$ cat config.mk
export PLATFORM = sky130hd
export DESIGN_NAME = mpbus_slave
export DESIGN_NICKNAME = d
export VERILOG_FILES = /design/src/rtl/mpbus_pkg.sv /design/src/rtl/mpbus_sync.sv /design/src/rtl/mpbus_fall_det.sv /design/src/rtl/mpbus_addr_latch.sv /design/src/rtl/mpbus_ctrl.sv /design/src/rtl/mpbus_slave.sv
export SDC_FILE = /design/constraint.sdc
export NUM_CORES = 1
export LEC_CHECK = 0
export CAP_MARGIN = 20
export CORE_MARGIN = 3
export CORE_UTILIZATION = 61
export DETAILED_ROUTE_END_ITERATION = 10
export DONT_BUFFER_PORTS = 1
export PLACE_DENSITY = 0.77
export SETUP_SLACK_MARGIN = 0.2
export SLEW_MARGIN = 20
export SYNTH_ARGS = -nofsm -noshare
export SYNTH_HDL_FRONTEND = slang
export SYNTH_SLANG_ARGS = --single-unit
export TNS_END_PERCENT = 1
$ cat constraint.sdc
create_clock -name clk -period 1.8 [get_ports clk]
set_input_delay 0.27 -clock clk [delete_from_list [all_inputs] [get_ports clk]]
set_output_delay 0.27 -clock clk [all_outputs]
set_load 0.02 [all_outputs]
$ cat src/rtl/mpbus_pkg.sv
package mpbus_pkg;
   typedef enum logic [1:0] {
      ST_IDLE  = 2'd0,
      ST_QUAL  = 2'd1,
      ST_ISSUE = 2'd2,
      ST_HOLD  = 2'd3
   } mpbus_state_t;
endpackage

$ cat src/rtl/mpbus_sync.sv
module mpbus_sync #(
   parameter int WIDTH = 3,
   parameter int STAGES = 2,
   parameter logic [WIDTH-1:0] RST_VAL = '1
) (
   input  logic             clk,
   input  logic             rst_n,
   input  logic [WIDTH-1:0] d_in,
   output logic [WIDTH-1:0] q_out
);
   if (STAGES < 2) begin : g_bad_stages
      $error("mpbus_sync: STAGES must be at least 2");
   end

   logic [WIDTH-1:0] stg_q [STAGES];

   for (genvar i = 0; i < STAGES; i++) begin : g_stage
      if (i == 0) begin : g_first
         always_ff @(posedge clk or negedge rst_n) begin
            if (!rst_n) stg_q[0] <= RST_VAL;
            else        stg_q[0] <= d_in;
         end
      end else begin : g_next
         always_ff @(posedge clk or negedge rst_n) begin
            if (!rst_n) stg_q[i] <= RST_VAL;
            else        stg_q[i] <= stg_q[i-1];
         end
      end
   end

   assign q_out = stg_q[STAGES-1];
endmodule

$ cat src/rtl/mpbus_fall_det.sv
module mpbus_fall_det (
   input  logic clk,
   input  logic rst_n,
   input  logic sig_n,
   output logic fall
);
   logic prev_q;

   always_ff @(posedge clk or negedge rst_n) begin
      if (!rst_n) prev_q <= 1'b1;
      else        prev_q <= sig_n;
   end

   assign fall = prev_q & ~sig_n;
endmodule

$ cat src/rtl/mpbus_addr_latch.sv
module mpbus_addr_latch #(
   parameter int AW = 21
) (
   input  logic          clk,
   input  logic          rst_n,
   input  logic          capture,
   input  logic [AW-1:0] addr_in,
   output logic [AW-1:0] addr_q
);
   always_ff @(posedge clk or negedge rst_n) begin
      if (!rst_n)       addr_q <= '0;
      else if (capture) addr_q <= addr_in;
   end
endmodule

$ cat src/rtl/mpbus_ctrl.sv
module mpbus_ctrl
   import mpbus_pkg::*;
#(
   parameter int DW = 32,
   parameter int ACK_CYCLES = 2
) (
   input  logic          clk,
   input  logic          rst_n,
   input  logic          sync_mode,
   input  logic          bus_cs_n,
   input  logic          bus_as_n,
   input  logic          bus_rw,
   input  logic [DW-1:0] bus_wdata,
   input  logic          cs_s,
   input  logic          as_s,
   input  logic          ds_s,
   input  logic          ds_fall,
   input  logic [DW-1:0] reg_rdata,
   output logic          reg_wr,
   output logic          reg_rd,
   output logic [DW-1:0] reg_wdata,
   output logic [DW-1:0] bus_rdata,
   output logic          bus_ack,
   output logic          idle
);
   localparam int CW = $clog2(ACK_CYCLES + 1);
   localparam logic [CW-1:0] LAST = CW'(ACK_CYCLES - 1);

   mpbus_state_t  state_q;
   logic          rw_q;
   logic [DW-1:0] wdata_q;
   logic [DW-1:0] rdata_q;
   logic          ack_q;
   logic [CW-1:0] cnt_q;
   logic          async_go;

   // confirmation: all synchronized strobes still asserted
   assign async_go = ~ds_s & ~cs_s & ~as_s;

   always_ff @(posedge clk or negedge rst_n) begin
      if (!rst_n) begin
         state_q <= ST_IDLE;
         rw_q    <= 1'b1;
         wdata_q <= '0;
         rdata_q <= '0;
         ack_q   <= 1'b0;
         cnt_q   <= '0;
      end else begin
         case (state_q)
            ST_IDLE: begin
               if (sync_mode) begin
                  if (!bus_as_n && !bus_cs_n) begin
                     state_q <= ST_ISSUE;
                     rw_q    <= bus_rw;
                     wdata_q <= bus_wdata;
                  end
               end else if (ds_fall && !cs_s && !as_s) begin
                  state_q <= ST_QUAL;
               end
            end
            ST_QUAL: begin
               if (async_go) begin
                  state_q <= ST_ISSUE;
                  rw_q    <= bus_rw;
                  wdata_q <= bus_wdata;
               end else begin
                  state_q <= ST_IDLE;
               end
            end
            ST_ISSUE: begin
               state_q <= ST_HOLD;
               ack_q   <= 1'b1;
               rdata_q <= rw_q ? reg_rdata : '0;
               cnt_q   <= '0;
            end
            ST_HOLD: begin
               if (sync_mode) begin
                  if (cnt_q == LAST) begin
                     state_q <= ST_IDLE;
                     ack_q   <= 1'b0;
                     rdata_q <= '0;
                  end else begin
                     cnt_q <= cnt_q + 1'b1;
                  end
               end else if (ds_s) begin
                  state_q <= ST_IDLE;
                  ack_q   <= 1'b0;
                  rdata_q <= '0;
               end
            end
            default: state_q <= ST_IDLE;
         endcase
      end
   end

   assign reg_wr    = (state_q == ST_ISSUE) & ~rw_q;
   assign reg_rd    = (state_q == ST_ISSUE) &  rw_q;
   assign reg_wdata = wdata_q;
   assign bus_rdata = rdata_q;
   assign bus_ack   = ack_q;
   assign idle      = (state_q == ST_IDLE);
endmodule

$ cat src/rtl/mpbus_slave.sv
module mpbus_slave #(
   parameter int AW = 21,
   parameter int DW = 32,
   parameter int SYNC_STAGES = 2,
   parameter int ACK_CYCLES = 2
) (
   input  logic          clk,
   input  logic          rst_n,
   input  logic          sync_mode,
   input  logic          bus_cs_n,
   input  logic          bus_as_n,
   input  logic          bus_rw,
   input  logic          bus_ds_n,
   input  logic [AW-1:0] bus_addr,
   input  logic [DW-1:0] bus_wdata,
   output logic [DW-1:0] bus_rdata,
   output logic          bus_ack,
   output logic          reg_rd,
   output logic          reg_wr,
   output logic [AW-1:0] reg_addr,
   output logic [DW-1:0] reg_wdata,
   input  logic [DW-1:0] reg_rdata
);
   localparam int NSIG = 3;

   if (AW < 1 || DW < 1) begin : g_bad_width
      $error("mpbus_slave: AW and DW must be positive");
   end
   if (ACK_CYCLES < 1) begin : g_bad_ack
      $error("mpbus_slave: ACK_CYCLES must be at least 1");
   end

   logic [NSIG-1:0] strb_s;
   logic            cs_s, as_s, ds_s, ds_fall, idle, addr_cap;

   mpbus_sync #(.WIDTH(NSIG), .STAGES(SYNC_STAGES), .RST_VAL('1)) sync_i (
      .clk   (clk),
      .rst_n (rst_n),
      .d_in  ({bus_cs_n, bus_as_n, bus_ds_n}),
      .q_out (strb_s)
   );
   assign {cs_s, as_s, ds_s} = strb_s;

   mpbus_fall_det ds_edge_i (
      .clk   (clk),
      .rst_n (rst_n),
      .sig_n (ds_s),
      .fall  (ds_fall)
   );

   // clocked mode takes the address only on a starting edge
   assign addr_cap = ~bus_as_n & (sync_mode ? (idle & ~bus_cs_n) : 1'b1);

   mpbus_addr_latch #(.AW(AW)) addr_i (
      .clk     (clk),
      .rst_n   (rst_n),
      .capture (addr_cap),
      .addr_in (bus_addr),
      .addr_q  (reg_addr)
   );

   mpbus_ctrl #(.DW(DW), .ACK_CYCLES(ACK_CYCLES)) ctrl_i (
      .clk       (clk),
      .rst_n     (rst_n),
      .sync_mode (sync_mode),
      .bus_cs_n  (bus_cs_n),
      .bus_as_n  (bus_as_n),
      .bus_rw    (bus_rw),
      .bus_wdata (bus_wdata),
      .cs_s      (cs_s),
      .as_s      (as_s),
      .ds_s      (ds_s),
      .ds_fall   (ds_fall),
      .reg_rdata (reg_rdata),
      .reg_wr    (reg_wr),
      .reg_rd    (reg_rd),
      .reg_wdata (reg_wdata),
      .bus_rdata (bus_rdata),
      .bus_ack   (bus_ack),
      .idle      (idle)
   );
endmodule

# ---- After elaboration in Yosys (flattened, before gate mapping)
# Index checks and enable logic that the tools add are counted.
# W data, S select, Z words.
dict set report word_totals {
  reg_bits 98
  inputBits 92
  out_inout_bits 88
  elab_cells 80
}
dict set report classes {
  add_sub_neg 1
  n_eq_ne 13
  n_mux 29
  bitwise 13
  reduce_logical 14
}
# operator n
set op_table {}
lappend op_table {{$mux W32} 7}
lappend op_table {{$pmux W32 S2} 2}
lappend op_table {{$mux W2} 9}
lappend op_table {{$ne A3 B2 Y1 const B} 3}
lappend op_table {{$pmux W2 S4} 1}
lappend op_table {{$reduce_and A4 Y1} 2}
lappend op_table {{$and A1 B1 Y1} 7}
lappend op_table {{$mux W1} 7}
lappend op_table {{$ne A2 B2 Y1 const B} 3}
lappend op_table {{$not A1 Y1} 6}
lappend op_table {{$reduce_and A3 Y1} 2}
lappend op_table {{$eq A2 B1 Y1 const B} 2}
lappend op_table {{$eq A2 B2 Y1 const B} 2}
lappend op_table {{$logic_not A1 Y1} 4}
lappend op_table {{$ne A2 B1 Y1 const B} 2}
lappend op_table {{$pmux W1 S2} 2}
lappend op_table {{$pmux W2 S2} 1}
lappend op_table {{$reduce_bool A2 Y1} 2}
lappend op_table {{$logic_and A1 B1 Y1} 3}
lappend op_table {{$ne A3 B3 Y1 const B} 1}
lappend op_table {{$add A2 B1 Y2 const B} 1}
lappend op_table {{$logic_not A2 Y1} 1}

# ---- Longest topological paths before layout
# Gate-level depths: netlist of run 1.
dict set report logic_depth {
  word_depth 7
  mapped_depth 7
  ltp_nobuf 5
}

# ---- Hierarchy
# A second synthesis of run 1 with hierarchy kept.
dict set report unflattened {
  hier_cells 232
  area_unflattened_um2 3938.8
}
# module instances cells_each area_per_inst_um2
set modules_own_cells {}
lappend modules_own_cells {mpbus_ctrl 1 175 2844.0}
lappend modules_own_cells {mpbus_addr_latch 1 44 859.6}
lappend modules_own_cells {mpbus_sync 1 9 180.2}
lappend modules_own_cells {mpbus_fall_det 1 2 40.0}
lappend modules_own_cells {mpbus_slave 1 2 15.0}

# ---- Worst setup path after synthesis of run 1
# OpenSTA, ideal clock, no wires.
dict set report synth_path {
  path_kind {reg2reg}
  startpoint {register ctrl_i.state_q[0]}
  endpoint {register addr_i.addr_q[0]}
  arrival_time_ps 1508
  required_time_ps 1675
  setup_slack_ps 167
  stages_incl_launch_ff 6
  n_path_buf 2
  period_less_slack_ps 1633
  cell_sequence {dfrtp_1 > buf_6 > or3_4 > a21oi_4 > buf_6 > mux2_2}
}
dict set report synth_via {
  elab_chain_cells 4
}
# element line
set synth_lines {}
lappend synth_lines {{start, declared} mpbus_ctrl.sv:29} ;# mpbus_state_t state_q;
lappend synth_lines {{start signal, assigned} mpbus_ctrl.sv:42} ;# state_q <= ST_IDLE;
lappend synth_lines {{start signal, assigned} mpbus_ctrl.sv:53} ;# state_q <= ST_ISSUE;
lappend synth_lines {{start signal, assigned} mpbus_ctrl.sv:58} ;# state_q <= ST_QUAL;
lappend synth_lines {{$logic_not A2 Y1} mpbus_ctrl.sv:101} ;# assign idle = (state_q == ST_IDLE);
lappend synth_lines {{$and A1 B1 Y1} mpbus_slave.sv:52} ;# assign addr_cap = ~bus_as_n & (sync_mode ? (idle & ~bus_cs_n) : 1'b1);
lappend synth_lines {{$mux W1} mpbus_slave.sv:52}
lappend synth_lines {{$and A1 B1 Y1} mpbus_slave.sv:52}
lappend synth_lines {{end signal, assigned} mpbus_addr_latch.sv:12} ;# else if (capture) addr_q <= addr_in;
lappend synth_lines {{end, declared} mpbus_addr_latch.sv:8} ;# output logic [AW-1:0] addr_q
# Every way passes these cells.
# A chain may end at the register's enable or synchronous reset.

# ---- Final worst setup path of run 1
dict set report layout_path {
  startpoint {register ctrl_i.cnt_q[0]}
  endpoint {register ctrl_i.rdata_q[11], in the netlist ctrl_i.bus_rdata[11]}
}
dict set report layout_via {
  elab_chain_cells 3
}
# element line
set layout_lines {}
lappend layout_lines {{start, declared} mpbus_ctrl.sv:34} ;# logic [CW-1:0] cnt_q;
lappend layout_lines {{start signal, assigned} mpbus_ctrl.sv:83} ;# cnt_q <= cnt_q + 1'b1;
lappend layout_lines {{$eq A2 B1 Y1} mpbus_ctrl.sv:78} ;# if (cnt_q == LAST) begin
lappend layout_lines {{$ne A3 B2 Y1 (no line)} n/a}
lappend layout_lines {{$reduce_and A3 Y1 (no line)} n/a}
lappend layout_lines {{end signal, assigned} mpbus_ctrl.sv:73} ;# rdata_q <= rw_q ? reg_rdata : '0;
lappend layout_lines {{end, declared} mpbus_ctrl.sv:32} ;# logic [DW-1:0] rdata_q;
# Every way passes these cells.

==> results.sh, run 1 <==
export IMPL_cts_hold_buffers=3
export IMPL_path_class="reg2reg"
export IMPL_antenna_cells=0
export IMPL_worst_slew_pin_slew_ps=419
export IMPL_clk_path_buf_depth=2
export IMPL_finalSetupTns_ps=0
export IMPL_postRouteWirelength_um=7990
export IMPL_place_port_buffers=0
export IMPL_synth_cell_type_count=32
export IMPL_post_route_cell_area_um2=4190
export IMPL_path_cells="ha_1 -> mux2i_2 -> a21bo_4 -> a22o_1"
export IMPL_finClkSkew_ps=10.5
export IMPL_cp_slowest_cell="dfrtp_1"
export IMPL_io_pins=180
export IMPL_reg2reg_to="ctrl_i.bus_rdata[11]"
export IMPL_leakagePower_nw=1.91
export IMPL_multi_input_area_um2=1180
export IMPL_postSynthCellCount=232
export IMPL_syn_to_final_growth_pct=12.3
export IMPL_htreeDepth=3
export IMPL_finalHoldViolCount=98
export IMPL_clkSinkCount=98
export IMPL_cpLargestDelayFamily="compound AO/OA/AOI/OAI gates"
export IMPL_routedWlPerCell_um=25.0
export IMPL_drive_gt1_frac=0.401
export IMPL_dp_slack_ps=-7.76
export IMPL_antenna_found_initial=0
export IMPL_ant_nets=0
export IMPL_maxSlewViolCount=0
export IMPL_grt_max_degree=99
export IMPL_setup_viol=0
export IMPL_dp_cells=294
export IMPL_cp_num_buf_inv=0
export IMPL_seqCellArea_um2=2460
export IMPL_post_route_period_util=0.905
export IMPL_worst_slack_ps=172
export IMPL_cpPeakStageDelay_ps=410
export IMPL_max_slew_margin=0.719
export IMPL_gp_congestion=0.798
export IMPL_dpl_hpwl_um=5120
export IMPL_clkTransAtPathRegs_ps=90
export IMPL_grt_use_total=0.211
export IMPL_dpl_instance_area_um2=3780
export IMPL_crit_fanout=17
export IMPL_gr_total_overflow=0
export IMPL_initial_core_util=0.654
export IMPL_power_density_nw_per_um2=1930
export IMPL_cp_startpoint="ctrl_i.cnt_q[0]"
export IMPL_die_area_um2=7100
export IMPL_synth_nets=325
export IMPL_netlist_area_leader_share=0.603
export IMPL_rows=27
export IMPL_cts_tree="built"
export IMPL_nFillCells=368
export IMPL_synth_area_um2=3740
export IMPL_endpoint_kind="flip-flop"
export IMPL_r2r_cells=4
export IMPL_r2r_start="ctrl_i.cnt_q[0]"
export IMPL_synth_warnings=0
export IMPL_drc_errors=0
export IMPL_grt_pass1_wl_um=11800
export IMPL_crit_path_start_kind="flip-flop"
export IMPL_core_um2=5710
export IMPL_via_count=2031
export IMPL_synth_most_common_cell="dfrtp_1"
export IMPL_die_y_um=84.3
export IMPL_finalCriticalPeriod_ps=1630
export IMPL_numCtsBuffers=9
export IMPL_async_flop_share=1.00
export IMPL_insertion_delay_ps=340
export IMPL_crit_required_ps=2070
export IMPL_cp_arrival_ps=1900
export IMPL_synth_commonest_cells="dfrtp_1, mux2_2, a22o_1"
export IMPL_rrSetupSlack_ps=170
export IMPL_status="finished with violations"
export IMPL_clock_fmax_ghz=0.614
export IMPL_holdWs_ps=-380
export IMPL_synthTopCellsByArea="dfrtp_1, mux2_2, a22o_1"
export IMPL_cap_viol_max_count=0
export IMPL_vdd_drop_max_uv=1040
export IMPL_rsz0062_at_grt="true"
export IMPL_first_pass_iters=4
export IMPL_final_cells=319
export IMPL_via_per_inst=6.37
export IMPL_violations="negative hold slack"
export IMPL_first_iter_violations=84
export IMPL_synth_seq_cells=98
export IMPL_syn_area_per_cell_um2=16.1
export IMPL_layout_nets=335
export IMPL_grt_pass1_vias=2261
export IMPL_ys_seq_area_frac=0.659
export IMPL_yosysTopAreaCell="dfrtp_1"
export IMPL_hold_path_class="in2async"
export IMPL_ys_flop_type="dfrtp_1"
export IMPL_dieWidth_um=84.3
export IMPL_cts_root_buf="clkbuf_8"
export IMPL_synth_edf_count=0
worst max-delay path by stage:
stage	slack (ps)	cells past startpoint	to
3_5_place_dp	-8	4	ctrl_i.bus_rdata[30]
5_1_grt	90	4	ctrl_i.bus_rdata[30]
4_1_cts	120	4	ctrl_i.bus_rdata[30]
6_report	170	4	ctrl_i.bus_rdata[11]
2_1_floorplan	230	5	addr_i.addr_q[0]
3_3_place_gp	220	4	ctrl_i.bus_rdata[3]
kinds of logic (layout without fill, tap and decap cells):
kind of cell	count (synthesis)	in the layout	share of synthesized area
compound gates	44	45	0.103
fa+ha+maj	1	1	0.00335
buf+inv	20	34	0.0342
flops	98	98	0.659
mux	55	55	0.172
simple gates	14	14	0.0275
through the flow:
step / utilization / power, mW
3_3_place_gp: 0.663 / 6.17
3_5_place_dp: 0.663 / 6.35
4_1_cts: 0.718 / 8.00
5_1_grt: 0.735 / 8.53
6_report: 0.735 / 8.10
2_1_floorplan: - / 5.91
where the power goes:
group          internal [mW]  switching, mW
logic                   1.10          0.740
registers               3.07           1.67
clock network          0.823          0.700
what timing repair did:
| action | in CTS | in global routing |
|---|---|---|
| pin swaps | 1 | 2 |
| gates resized for setup | 7 | 4 |
| gates cloned | 1 | 4 |
| endpoints found under the setup margin | 38 | 89 |
| hold endpoints to repair | 101 | 98 |
| buffers inserted | 0 | 1 |
layer usage:
| layer | part of all wire | global-route usage | vias to the layer above |
|---|---|---|---|
| met3 | 0.11 | 0.0854 | 9 |
| met1 | 0.35 | 0.243 | 1032 |
| met2 | 0.53 | 0.353 | 129 |
| li1 | - | - | 861 |
| met4 | 0.011 | 0.0819 | 0 |
| met5 | 0 | 0 | - |
cell usage in the layout, fill, tap and decap left out, types with 3 or more instances in the layout:
cell	count
dfrtp_1	90
mux2_2	47
a22o_1	33
clkbuf_8	10
dfstp_2	8
mux2_4	7
inv_1	3
buf_6	3
dlygate4sd3_1	3
buf_12	3
state kept, by name (all words and copies together), names as in the netlist:
name              count
ctrl_i.bus_rdata     32
ctrl_i.reg_wdata     32
addr_i.addr_q        21
sync_i.q_out          3
sync_i.stg_q          3
ctrl_i.cnt_q          2
ctrl_i.state_q        2
ctrl_i.bus_ack        1
ctrl_i.rw_q           1
ds_edge_i.prev_q      1
cell type report:
class / count / area share
Timing Repair Buffer: 14 / 0.0528
Tap cell: 72 / 0.0215
Clock buffer: 10 / 0.0328
Inverter: 4 / 0.00358
Clock inverter: 6 / 0.0215
Sequential cell: 98 / 0.587
Multi-Input combinational cell: 115 / 0.281
No activity file was read; power rests on OpenSTA's default activity.
==> run 2: changes to the inputs <==
--- a/config.mk
+++ b/config.mk
@@ -5,12 +5,12 @@
 export SDC_FILE = /design/constraint.sdc
 export NUM_CORES = 1
 export LEC_CHECK = 0
+export ABC_AREA = 1
 export CAP_MARGIN = 20
 export CORE_MARGIN = 3
-export CORE_UTILIZATION = 61
+export CORE_UTILIZATION = 30
 export DETAILED_ROUTE_END_ITERATION = 10
 export DONT_BUFFER_PORTS = 1
-export PLACE_DENSITY = 0.77
 export SETUP_SLACK_MARGIN = 0.2
 export SLEW_MARGIN = 20
 export SYNTH_ARGS = -nofsm -noshare
==> run 2 against run 1 <==
Compared with the run above:
- the flow still finishes with violations (negative hold slack)
- die area rose by 100%
- clock skew fell by 2.1 ps
- cell count grew 92%
- setup slack better by 110 ps
- non-clock buffer count did not move
- flip-flop and latch count stayed put
- via count increased by 36%
- critical path type is now reg2out
==> results.sh, run 2 <==
export IMPL_status="finished with violations"
export IMPL_violations="negative hold slack"
export IMPL_cts_hold_buffers=4
export IMPL_finalCriticalPeriod_ps=1520
export IMPL_max_slew_margin=0.752
export IMPL_endpoint_kind="output pin"
export IMPL_synth_nets=522
export IMPL_rows=41
export IMPL_numCtsBuffers=9
export IMPL_synthTopCellsByArea="dfrtp_1, nand2_1, dfstp_2"
export IMPL_dieWidth_um=120
export IMPL_ant_nets=0
export IMPL_setup_viol=0
export IMPL_layout_nets=527
export IMPL_postRouteWirelength_um=9050
export IMPL_final_cell_mix="nand2_1, dfrtp_1, nand3_1"
export IMPL_gr_total_overflow=0
export IMPL_finalHoldViolCount=98
export IMPL_synth_seq_cells=98
export IMPL_reg2reg_to="ctrl_i.reg_wdata[6]"
export IMPL_via_per_inst=4.51
export IMPL_clkSinkCount=98
export IMPL_synth_most_common_cell="nand2_1"
export IMPL_synth_area_um2=3930
export IMPL_ys_flop_type="dfrtp_1"
export IMPL_synth_warnings=0
export IMPL_synth_edf_count=0
export IMPL_synth_cell_type_count=26
export IMPL_cpLargestDelayFamily="flip-flops"
export IMPL_yosysTopAreaCell="dfrtp_1"
export IMPL_antenna_found_initial=0
export IMPL_cp_endpoint="reg_rd"
export IMPL_via_count=2754
export IMPL_r2r_cells=7
export IMPL_cts_tree="built"
export IMPL_crit_required_ps=1530
export IMPL_cpPeakStageDelay_ps=550
export IMPL_vdd_drop_max_uv=756
export IMPL_rsz0062_at_grt="true"
export IMPL_final_common_cell="nand2_1"
export IMPL_antenna_cells=0
export IMPL_r2r_start="sync_i.q_out[0]"
export IMPL_rrSetupSlack_ps=300
export IMPL_place_port_buffers=0
export IMPL_post_route_period_util=0.845
export IMPL_clock_fmax_ghz=0.657
export IMPL_cp_arrival_ps=1250
export IMPL_grt_max_degree=99
export IMPL_grt_pass1_wl_um=13800
export IMPL_syn_area_per_cell_um2=9.15
export IMPL_clk_path_buf_depth=2
export IMPL_hold_path_class="in2async"
export IMPL_insertion_delay_ps=340
export IMPL_finalSetupTns_ps=0
export IMPL_initial_core_util=0.309
export IMPL_io_pins=180
export IMPL_holdWs_ps=-377
export IMPL_worst_slack_ps=279
export IMPL_grt_pass1_vias=2775
export IMPL_ys_seq_area_frac=0.627
export IMPL_dp_slack_ps=188
export IMPL_maxSlewViolCount=0
export IMPL_netlist_area_leader_share=0.574
export IMPL_async_flop_share=1.00
export IMPL_clkTransAtPathRegs_ps=70
export IMPL_leakagePower_nw=2.27
export IMPL_syn_to_final_growth_pct=13.5
export IMPL_drive_gt1_frac=0.118
export IMPL_grt_use_total=0.122
export IMPL_die_area_um2=14500
export IMPL_cp_startpoint="ctrl_i.rw_q"
export IMPL_core_um2=12700
export IMPL_first_iter_violations=145
export IMPL_htreeDepth=3
export IMPL_cp_num_buf_inv=2
export IMPL_routedWlPerCell_um=14.8
export IMPL_crit_fanout=9
export IMPL_path_class="reg2out"
export IMPL_dpl_hpwl_um=6120
export IMPL_cp_slowest_cell="dfstp_2"
export IMPL_worstSetupPathDepth=3
export IMPL_crit_path_start_kind="flip-flop"
export IMPL_cts_root_buf="clkbuf_16"
export IMPL_postSynthCellCount=429
export IMPL_power_density_nw_per_um2=1850
export IMPL_path_cells="inv_1 -> nor2_4 -> buf_12"
export IMPL_gp_congestion=0.699
export IMPL_synth_commonest_cells="nand2_1, dfrtp_1, nand3_1"
export IMPL_die_y_um=120
export IMPL_drc_errors=0
export IMPL_first_pass_iters=4
export IMPL_cap_viol_max_count=0
export IMPL_finClkSkew_ps=8.34
export IMPL_worst_slew_pin_slew_ps=371
-- run 2: final cells by class --
cell class	count	area, um^2
Tap cell	172	215
Fill cell	1311	8270
Inverter	31	119
Timing Repair Buffer	14	170
Sequential cell	98	2460
Clock buffer	11	243
Clock inverter	5	30.0
Multi-Input combinational cell	280	1210
-- run 2: logic make-up after synthesis --
kind of cell / after synthesis / synth area share
and+or+nand+nor: 250 / 0.264
buffers and inverters: 51 / 0.0672
adders and majority gates: 1 / 0.00319
DFF: 98 / 0.627
AOI/OAI and AO/OA: 29 / 0.0386
-- run 2: report_power, final --
group	internal, mW	switching (mW)	total [mW]
clock	0.967	0.785	1.75
combinational	0.681	0.951	1.63
sequential	3.11	1.75	4.85
total	4.76	3.48	8.24
-- run 2: timing repair --
action | in CTS | in global routing
resized for setup | 4 | 1
endpoints found under the hold margin | 102 | 98
setup buffers | 3 | 1
pin swaps | 1 | 2
endpoints found under the setup margin | 23 | 48
cloned | 1 | 1
-- run 2: worst min-delay path by stage --
stage,startpoint,to,cells after the start
floorplan,rst_n,addr_i.addr_q[0],0
global placement,rst_n,ctrl_i.bus_rdata[12],0
detailed placement,rst_n,ctrl_i.bus_rdata[15],0
CTS,rst_n,ctrl_i.bus_rdata[15],0
global route,rst_n,ctrl_i.bus_rdata[15],0
finish,rst_n,ctrl_i.bus_rdata[20],0
-- run 2: per-layer routing --
layer,vias to the layer above,GRT usage,share of wire
met3,10,0.0472,0.10
met1,1282,0.145,0.42
li1,1327,-,-
met5,-,0,0
met2,135,0.192,0.46
met4,0,0.0595,0.017
-- run 2: per-stage QoR --
| stage | hold WS, ps | util | power (mW) | cells | instance area [um^2] |
|---|---|---|---|---|---|
| floorplan | -25.6 | - | 5.97 | 429 | 3930 |
| global placement | -23.4 | 0.317 | 6.27 | 585 | 4040 |
| finish | -377 | 0.350 | 8.24 | 611 | 4460 |
| global route | -406 | 0.350 | 8.79 | 611 | 4460 |
| detailed placement | -23.3 | 0.317 | 6.39 | 585 | 4040 |
| CTS | -401 | 0.348 | 8.32 | 609 | 4420 |
